**src/rtl/pkg_cstate_coord.sv**
```systemverilog
module pkg_cstate_coord #(
  parameter int HINT_W = 4
) (
  input  logic                  clk,
  input  logic                  rst_n,
  input  logic                  single_core,
  input  logic [1:0]            halt,
  input  logic [1:0]            wake,
  input  logic [1:0]            mw_req,
  input  logic [3:0]            mw_state,
  input  logic [2*HINT_W-1:0]   mw_hint,
  input  logic [1:0]            lvl_rd,
  input  logic [1:0]            lvl_sel,
  input  logic                  cfg_we,
  input  logic [2*HINT_W-1:0]   cfg_hint_in,
  input  logic                  stpclk,
  input  logic [1:0]            brk_evt,
  input  logic                  cs_snoop,
  input  logic                  cs_sleep,
  output logic [3:0]            core_state,
  output logic [2*HINT_W-1:0]   core_hint,
  output logic [2:0]            pkg_state,
  output logic                  cs_lvl_rd,
  output logic                  cs_lvl_sel,
  output logic                  pend_brk
);
  localparam logic [2:0] PK_NORM = 3'd0, PK_SG = 3'd1, PK_SGS = 3'd2,
                         PK_SLP = 3'd3, PK_DS = 3'd4;

  logic [2*HINT_W-1:0] cfg_q;
  logic [2:0]          res, res_q;
  logic [1:0]          st_a, st_b, st_lo;
  logic                brk_seen;

  always_ff @(posedge clk) begin
    if (!rst_n)      cfg_q <= '0;
    else if (cfg_we) cfg_q <= cfg_hint_in;
  end

  for (genvar c = 0; c < 2; c++) begin : g_core
    localparam bit SECOND = (c == 1);
    always_ff @(posedge clk) begin
      if (!rst_n) begin
        core_state[2*c +: 2]           <= 2'd0;
        core_hint[HINT_W*c +: HINT_W]  <= '0;
      end else if (pend_brk || (SECOND && single_core) || wake[c]) begin
        core_state[2*c +: 2]           <= 2'd0;
      end else if (lvl_rd[c]) begin
        core_state[2*c +: 2]           <= lvl_sel[c] ? 2'd3 : 2'd2;
        core_hint[HINT_W*c +: HINT_W]  <= lvl_sel[c] ? cfg_q[HINT_W +: HINT_W]
                                                     : cfg_q[0 +: HINT_W];
      end else if (mw_req[c]) begin
        core_state[2*c +: 2]           <= mw_state[2*c +: 2];
        core_hint[HINT_W*c +: HINT_W]  <= mw_hint[HINT_W*c +: HINT_W];
      end else if (halt[c]) begin
        core_state[2*c +: 2]           <= 2'd1;
      end
    end
  end

  assign st_a  = core_state[1:0];
  assign st_b  = single_core ? core_state[1:0] : core_state[3:2];
  assign st_lo = (st_a < st_b) ? st_a : st_b;

  always_comb begin
    if (st_lo < 2'd2)                      res = PK_NORM;
    else if (st_a == 2'd3 && st_b == 2'd3) res = PK_DS;
    else                                   res = PK_SG;
  end

  always_comb begin
    pkg_state = res;
    if (res == PK_SG) begin
      if (cs_sleep)      pkg_state = PK_SLP;
      else if (cs_snoop) pkg_state = PK_SGS;
    end
  end

  always_ff @(posedge clk) begin
    if (!rst_n) res_q <= PK_NORM;
    else        res_q <= res;
  end

  assign cs_lvl_rd  = (res != res_q) && (res == PK_SG || res == PK_DS);
  assign cs_lvl_sel = (res == PK_DS);

  assign brk_seen = brk_evt[0] | (brk_evt[1] & ~single_core);

  always_ff @(posedge clk) begin
    if (!rst_n)       pend_brk <= 1'b0;
    else if (!stpclk) pend_brk <= 1'b0;
    else if (brk_seen) pend_brk <= 1'b1;
  end

  assert_normal_if_active_R4: assert property (@(posedge clk) disable iff (!rst_n)
    (!single_core && (core_state[1:0] < 2'd2 || core_state[3:2] < 2'd2)) |-> pkg_state == PK_NORM);
  assert_core1_parked_R5: assert property (@(posedge clk) disable iff (!rst_n)
    single_core |=> core_state[3:2] == 2'd0);
  assert_pulse_deep_only_R6: assert property (@(posedge clk) disable iff (!rst_n)
    cs_lvl_rd |-> pkg_state != PK_NORM);
  assert_chipset_substates_R7: assert property (@(posedge clk) disable iff (!rst_n)
    (pkg_state == PK_SGS || pkg_state == PK_SLP) |-> (cs_snoop || cs_sleep));
  assert_brk_needs_stpclk_R8: assert property (@(posedge clk) disable iff (!rst_n)
    !stpclk |=> !pend_brk);
  assert_brk_wakes_cores_R9: assert property (@(posedge clk) disable iff (!rst_n)
    pend_brk |=> core_state == 4'd0);
endmodule

```
**config.mk**
```make
export PLATFORM = sky130hd
export DESIGN_NAME = pkg_cstate_coord
export DESIGN_NICKNAME = d
export VERILOG_FILES = /design/src/rtl/pkg_cstate_coord.sv
export SDC_FILE = /design/constraint.sdc
export NUM_CORES = 1
export LEC_CHECK = 0
export CORE_MARGIN = 2
export CORE_UTILIZATION = 40
export DETAILED_ROUTE_END_ITERATION = 10
export PLACE_DENSITY = 0.79
export SYNTH_ARGS = -nofsm -noshare
export SYNTH_HDL_FRONTEND = slang
export SYNTH_SLANG_ARGS = --single-unit
export TNS_END_PERCENT = 100
```
**constraint.sdc**
```tcl
create_clock -name clk -period 1.49 [get_ports clk]
set_input_delay 0.149 -clock clk [delete_from_list [all_inputs] [get_ports clk]]
set_output_delay 0.149 -clock clk [all_outputs]
set_load 0.05 [all_outputs]
```
== After elaboration in Yosys (flattened, before gate mapping) ==
Index checks and enable logic that the tools add are counted.

* Bits in registers: 24
* Bits in latches: 0
* RAM bits: 0
* ROM bits: 0
* Output and inout bits: 18
* Word-level logic and storage cells: 56
* Memories kept: 0

* $add $sub $neg: 0
* Multiply operators: 0
* Div/mod/pow operators: 0
* Magnitude comparators: 2
* Equal/unequal tests: 5
* Shifts and indexed selects: 0
* Multiplexer cells: 21
* Bitwise gates (word level): 6
* Reduce and logical (&&, ||, !) cells: 15

{| class="wikitable"
|+ Operator list
! operator !! number
|-
| $mux 4 || 6
|-
| $mux 2 || 8
|-
| $mux 3 || 5
|-
| $reduce_and 2->1 || 3
|-
| $reduce_bool 3->1 || 2
|-
| $eq 2x2->1 const B || 2
|-
| $logic_or 1x1->1 || 4
|-
| $not 1->1 || 4
|-
| $reduce_bool 2->1 || 2
|-
| $reduce_or 2->1 || 2
|-
| $eq 3x1->1 const B || 1
|-
| $eq 3x3->1 const B || 1
|-
| $ne 3x3->1 || 1
|-
| $logic_and 1x1->1 || 2
|-
| $lt 2x2->1 || 1
|-
| $lt 2x2->1 const B || 1
|-
| $mux 1 || 2
|-
| $and 1x1->1 || 1
|-
| $or 1x1->1 || 1
|}

== Longest topological paths before layout ==
Gate-level depths: netlist of the first run.

* Depth after elaboration: 8
* Mapped depth: 4
* Depth with buffers taken out: 3

== Worst setup path after synthesis of the first run ==
OpenSTA, ideal clock, no wires.

* Path kind: flip-flop to output port
* From: register core_state[3]
* To: output cs_lvl_rd
* Data arrival time: 2.087 ns
* Data required time: 1.341 ns
* Setup slack: -0.746 ns
* Cell stages (with the launch flop): 4
* Buffers on the path: 0
* Cell sequence: dfxtp_1 -> a21oi_1 -> nor2_1 -> o22a_1

* Longest elaborated chain between the ends: 8

{| class="wikitable"
|+ Ends and longest elaborated chain
! item !! line !! text
|-
| start: declaration || 20 || <nowiki>output logic [3:0] core_state,</nowiki>
|-
| start signal: indexed assignment || 49 || <nowiki>core_state[2*c +: 2] <= lvl_sel[c] ? 2'd3 : 2'd2;</nowiki>
|-
| start signal: indexed assignment || 53 || <nowiki>core_state[2*c +: 2] <= mw_state[2*c +: 2];</nowiki>
|-
| $mux 2 (*) || 62 || <nowiki>assign st_b = single_core ? core_state[1:0] : core_state[3:2];</nowiki>
|-
| $lt 2x2->1 / $eq 2x2->1 (equally long branches) || 63, 67 ||
|-
| $mux 2 / $logic_and 1x1->1 (equally long branches) || 63, 67 ||
|-
| $lt 2x2->1 / $mux 3 (equally long branches) || 66, 67 ||
|-
| $mux 3 (*) || 66 || <nowiki>if (st_lo < 2'd2) res = PK_NORM;</nowiki>
|-
| $eq 3x3->1 (*) || - ||
|-
| named net cs_lvl_sel || 24 || <nowiki>output logic cs_lvl_sel,</nowiki>
|-
| $logic_or 1x1->1 (*) || 84 || <nowiki>assign cs_lvl_rd = (res != res_q) && (res == PK_SG || res == PK_DS);</nowiki>
|-
| $logic_and 1x1->1 (*) || 84 ||
|-
| end: declaration || 23 || <nowiki>output logic cs_lvl_rd,</nowiki>
|}

The timed path passes the listed nets; every way through them passes the cells marked *.

== Final worst setup path of the first run ==
* From: register core_state[2]
* To: output cs_lvl_rd

* Longest elaborated chain between the ends: 8

{| class="wikitable"
|+ Ends and longest elaborated chain
! item !! line
|-
| $mux 2 (*) || 62
|-
| $lt 2x2->1 / $eq 2x2->1 (equally long branches) || 63, 67
|-
| $mux 2 / $logic_and 1x1->1 (equally long branches) || 63, 67
|-
| $lt 2x2->1 / $mux 3 (equally long branches) || 66, 67
|-
| $mux 3 (*) || 66
|-
| $eq 3x1->1 / $eq 3x3->1 (equally long branches) || 84
|-
| $logic_or 1x1->1 || 84
|-
| $logic_and 1x1->1 (*) || 84
|}

Mark *: on every way between the ends. The rest lies on a longest branch, timed or not.

==> metrics.md, run 1 <==
| Metric | Value |
|---|---|
| Cell internal pwr | 959 uW |
| Post-synthesis sequential area ratio | 38.7% |
| Flop pwr share | 49.0% |
| Post-layout min period | 1.55 ns |
| PwrDens | 702 mW/mm^2 |
| Max_cap viols | 0 |
| CP endpoint kind | primary output |
| CP startpoint | core_state[2]$_SDFFE_PP0P_ |
| Row count | 19 |
| Combinational Power Share | 28.9% |
| Critical path arrival | 1.40 ns |
| Final Max Slew Viols | 0 |
| Post-route DRC | 0 |
| Pre-CTS setup slack | -0.0878 ns |
| Hold Fails Final Rpt | 0 |
| Final setup viols | 3 |
| Status | finished with violations |
| CTS H-tree lvls | 1 |
| DR vias/cell | 5.28 |
| CTS tree | built |
| Initial antenna violation count | 0 |
| Area leader, netlist | dfxtp_1 |
| Startpoint types | register |
| Antenna cells | 0 |
| Commonest non-fill, non-tap cells in the layout | clkdlybuf4s50_1 (37), buf_4 (22), dfxtp_1 (19), mux2i_1 (16) |
| Hold Path Class | primary input to register |
| WL final | 3.20 mm |
| IO buf count | 56 |
| Final worst slack | -0.0591 ns |
| Worst EP required | 1.34 ns |
| Violations in the final reports | setup timing |
| Nets@finish | 231 |
| Hold path startpoint | stpclk |
| First-pass GRT wire length | 5.33 mm |
| Count of cell types in the netlist | 31 |
| I/O Pins | 57 |
| Die height | 58.5 microns |
| Die footprint | 0.00342 sq mm |
| Final Cycle Share | 104% |
| GP Congestion | 0.802 |
| Crit Path Max Fanout | 3 |
| DR WL/cell | 14.4 microns |
| DRT antenna net count | 0 |
| Final Power | 1370 uW |
| Total CTS buffers | 3 |
| Number of global-route vias before repair | 1243 |
| Syn Std Cell Area | 0.00119 sq mm |
| Sw Share | 30.1% |
| Detailed Routing Iterations Pass 1 | 4 |
| Clock buffer depth | 2 |
| DP HPWL | 2.58 mm |
| Slew HR | 74.0% |
| Core outline area | 0.00278 sq mm |
| Reg clk slew, reported paths | 0.14 ns |
| RSZ-0062 raised after global routing | true |
| # fillers | 230 |
| Area growth syn-to-layout | 64.2% |
| Post-Synthesis Cells | 126 |
| Clock Skews | 0.0142 ns |
| GRT Resource Usage Total | 20.3% |
| Leading cell type in the layout, fill and taps excluded | clkdlybuf4s50_1 |
| Vias | 1173 |
| Hold Slack | 0.378 ns |
| Mapped Avg Cell Area | 9.43 sq um |
| Die X | 58.5 microns |
| Pin count of the biggest net entering global routing | 15 |
| Starting Density | 42.7% |
| Fraction of layout cells with a size suffix above 1 | 31.4% |
| Least-Margin Pin Slew | 0.387 ns |
| Pleak | 0.000812 uW |
| Synth Net Count | 165 |
| CTS root buffer | clkbuf_4 |
| DRT iter0 DRCs | 36 |
| Sw Pwr | 413 uW |
| Cts hold-fix bufs | 0 |
| VDD IR max | 0.000668 V |
| Synth top area cells | dfxtp_1 (39%), mux2i_1 (13%), nor2b_1 (5.3%) |
| Clock Power Share | 22.1% |
| CTS Sinks | 23 |
| R2R Path Start | pend_brk$_SDFFE_PN0P_ |
| Max Clk Rate | 646 MHz |
| Yosys reg bits | 23 |
| Worst-Skew Late Latency | 0.32 ns |
| CP Class | register to primary output |
| Total gr overflow | 0 |
| Top-area cell type share of the netlist area | 38.7% |
| YS warnings | 0 |
[routing by layer]
layer / wire (microns) / track usage (%)
met1: 1340 / 23.0
met2: 1620 / 37.6
met3: 210 / 3.52
met4: 38 / 7.64
met5: 0 / 0
[state kept, by name (all words and copies together) (netlist names)]
name / flops
cfg_q: 8
core_hint: 8
core_state: 2
res_q: 2
st_a: 2
pend_brk: 1
[critical path, stage by stage, from the launching register on]
cell and delay, ns:
dfxtp_4 0.39, a21oi_4 0.19, buf_6 0.13, nor2_4 0.04
o22a_4 0.18, buf_6 0.15
[area by class of cell]
class	count	area (sq um)	area share, %
clock inverters	1	7.51	0.385
flip-flops and latches	23	468	24.0
multi-input cells	93	717	36.7
clock buffers	3	22.5	1.15
inverters	3	11.3	0.577
well taps	31	38.8	1.99
repair buffers	68	687	35.2
[cell usage after synthesis (all sizes together)]
library cell and instances:
dfxtp 23, mux2i 16, a21oi 12, nor2b 10
nand2 9, buf 6, nor2 6, nor3 5
a211oi 4, a21boi 4, mux2 4, o21a 4
o22ai 4, inv 3, a211o 2, and2 2
or3b 2, clkbuf 1, nand2b 1, nand3b 1
o211a 1, o211ai 1, o21ai 1, o22a 1
o311a 1, or2 1, or3 1
[power groups by stage]
stage / combinational (uW) / clock, uW / sequential, uW
detailed placement: 392 / 0 / 684
finish: 397 / 303 / 671
global route: 423 / 335 / 676
floorplan: 147 / 0 / 735
CTS: 399 / 308 / 671
global placement: 384 / 0 / 683
[stage by stage]
step | setup TNS, ns | area, sq um | utilization (%) | std cells
finish | -0.0864 | 1950 | 70.2 | 222
global route | -0.318 | 1950 | 70.2 | 222
CTS | -0.0479 | 1950 | 70.2 | 222
detailed placement | -0.404 | 1880 | 67.7 | 217
global placement | -0.124 | 1880 | 67.7 | 217
floorplan | 0 | 1220 | - | 126
[kinds of logic (layout without fill, tap and decap cells)]
group / after synthesis / after routing / share of synthesized area, %
mux: 20 / 20 / 17.3
compound gates: 35 / 35 / 21.4
buf+inv: 10 / 75 / 4.95
flops: 23 / 23 / 38.7
simple gates: 38 / 38 / 17.7
[worst paths after layout]
kind	endpoint	slack, ns	depth (start not counted)
worst max-delay path	cs_lvl_rd	-0.06	5
worst min-delay path	pend_brk$_SDFFE_PN0P_	0.38	2
worst max register to register	core_hint[5]$_SDFFE_PN0P_	0.28	3
worst min register to register	core_hint[1]$_SDFFE_PN0P_	0.49	2
[what timing repair did]
item / 4_1_cts / 5_1_grt
cloned: 0 / 0
resized for setup: 10 / 0
endpoints found under the hold margin: 0 / 0
setup endpoints to repair: 4 / 4
pin swaps: 2 / 1
buffers inserted: 1 / 0
Note: power is estimated with default switching activity, not from simulation.
==> run 2, diff against run 1 <==
--- a/config.mk
+++ b/config.mk
@@ -8,7 +8,8 @@
 export CORE_MARGIN = 2
 export CORE_UTILIZATION = 40
 export DETAILED_ROUTE_END_ITERATION = 10
-export PLACE_DENSITY = 0.79
+export GPL_TIMING_DRIVEN = 0
+export PLACE_DENSITY = 0.85
 export SYNTH_ARGS = -nofsm -noshare
 export SYNTH_HDL_FRONTEND = slang
 export SYNTH_SLANG_ARGS = --single-unit
==> metrics.md, run 2 (synthesized netlist as in run 1, its figures left out) <==
| Metric | Value |
|---|---|
| Status | completed |
| DR WL/cell | 14.3 microns |
| Die X | 58.5 microns |
| Final Cycle Share | 99.6% |
| RSZ-0062 raised after global routing | true |
| Pleak | 0.000788 uW |
| Vias | 1134 |
| Max_cap viols | 0 |
| Worst-Skew Late Latency | 0.30 ns |
| PwrDens | 717 mW/mm^2 |
| Hold Path Class | primary input to register |
| Antenna cells | 0 |
| Initial antenna violation count | 0 |
| Clock Skews | 0.00656 ns |
| Reg clk slew, reported paths | 0.12 ns |
| Clock buffer depth | 2 |
| WL final | 3.07 mm |
| Die footprint | 0.00342 sq mm |
| Nets@finish | 223 |
| Commonest non-fill, non-tap cells in the layout | clkdlybuf4s50_1 (33), dfxtp_1 (19), mux2i_1 (16), dlygate4sd2_1 (13) |
| IO buf count | 52 |
| Post-route insts no fill | 214 |
| Final worst slack | 0.00551 ns |
| Core outline area | 0.00278 sq mm |
| Pin count of the biggest net entering global routing | 14 |
| Hold Fails Final Rpt | 0 |
| Total CTS buffers | 3 |
| Max Clk Rate | 674 MHz |
| GRT Resource Usage Total | 18.3% |
| Cts hold-fix bufs | 0 |
| Worst EP required | 1.34 ns |
| Die height | 58.5 microns |
| CP endpoint kind | primary output |
| Cell total after placement | 209 |
| Number of global-route vias before repair | 1120 |
| Final Max Slew Viols | 0 |
| Crit Path Max Fanout | 5 |
| First-pass GRT wire length | 4.84 mm |
| CTS root buffer | clkbuf_4 |
| Area growth syn-to-layout | 53.1% |
| Post-layout min period | 1.48 ns |
| Final Power | 1300 uW |
| DRT iter0 DRCs | 17 |
| Row count | 19 |
| Post-route DRC | 0 |
| Detailed Routing Iterations Pass 1 | 4 |
| CTS Sinks | 23 |
| Startpoint types | register |
| Post-Route Utilization | 65.4% |
| Critical path arrival | 1.34 ns |
| VDD IR max | 0.000643 V |
| Leading cell type in the layout, fill and taps excluded | clkdlybuf4s50_1 |
| Biggest regs | cfg_q x8, core_hint x8 |
| Least-Margin Pin Slew | 0.497 ns |
| Starting Density | 42.7% |
| GP Congestion | 0.806 |
| DRT antenna net count | 0 |
| DR vias/cell | 5.30 |
| CTS tree | built |
| Total gr overflow | 0 |
| Pre-CTS setup slack | -0.792 ns |
| Final setup viols | 0 |
| Slew HR | 67.0% |
| CP Class | register to primary output |
| DP HPWL | 2.48 mm |
| I/O Pins | 57 |
| Fraction of layout cells with a size suffix above 1 | 23.5% |
| CTS H-tree lvls | 1 |
==> run 2: routing by layer <==
metal / GRT usage, % / part of all wire [%]
met1: 20.2 / 41
met2: 35.6 / 51
met3: 3.30 / 6.2
met4: 3.99 / 1.0
met5: 0 / 0
==> run 2: path summary, 6_finish.rpt <==
path / from / endpoint / slack (ns) / depth (start not counted)
worst max register to register: pend_brk$_SDFFE_PN0P_ / core_hint[6]$_SDFFE_PN0P_ / 0.29 / 3
worst max-delay path: core_state[3]$_SDFFE_PP0P_ / cs_lvl_rd / 0.006 / 3
worst min register to register: core_hint[1]$_SDFFE_PN0P_ / core_hint[1]$_SDFFE_PN0P_ / 0.49 / 2
worst min-delay path: lvl_sel[1] / core_state[2]$_SDFFE_PP0P_ / 0.09 / 3
==> run 2: through the flow <==
stage                     cell area (sq um)  hold slack (ns)  setup TNS [ns]
after detailed placement               1780            0.425           -3.57
after global routing                   1820           0.0906         -0.0902
after global placement                 1780            0.416           -3.15
after CTS                              1790           0.0885         -0.0598
after floorplan                        1220            0.275               0
final                                  1820           0.0891               0
==> run 2: final cells by class <==
type                    count  area (sq um)
clock buffers               3          22.5
multi-input cells          93           717
well taps                  31          38.8
repair buffers             53           504
clock inverters             1          5.00
inverters                   3          11.3
plain buffers               7          47.5
fillers                   244           962
flip-flops and latches     23           473
==> run 2: power breakdown <==
part	total, uW	internal (uW)	switching [uW]
sequential	667	642	24.8
clock	276	100	176
combinational	361	179	182
==> run 2: worst max-delay path, stage by stage (launching register included) <==
cell and delay (ns):
dfxtp_4 0.39, o211a_1 0.25, o22a_4 0.25, buf_8 0.14
==> run 2: timing repair <==
item	4_1_cts	5_1_grt
setup endpoints to repair	18	4
buffers inserted	0	1
gates resized for setup	49	8
pin swaps	0	5
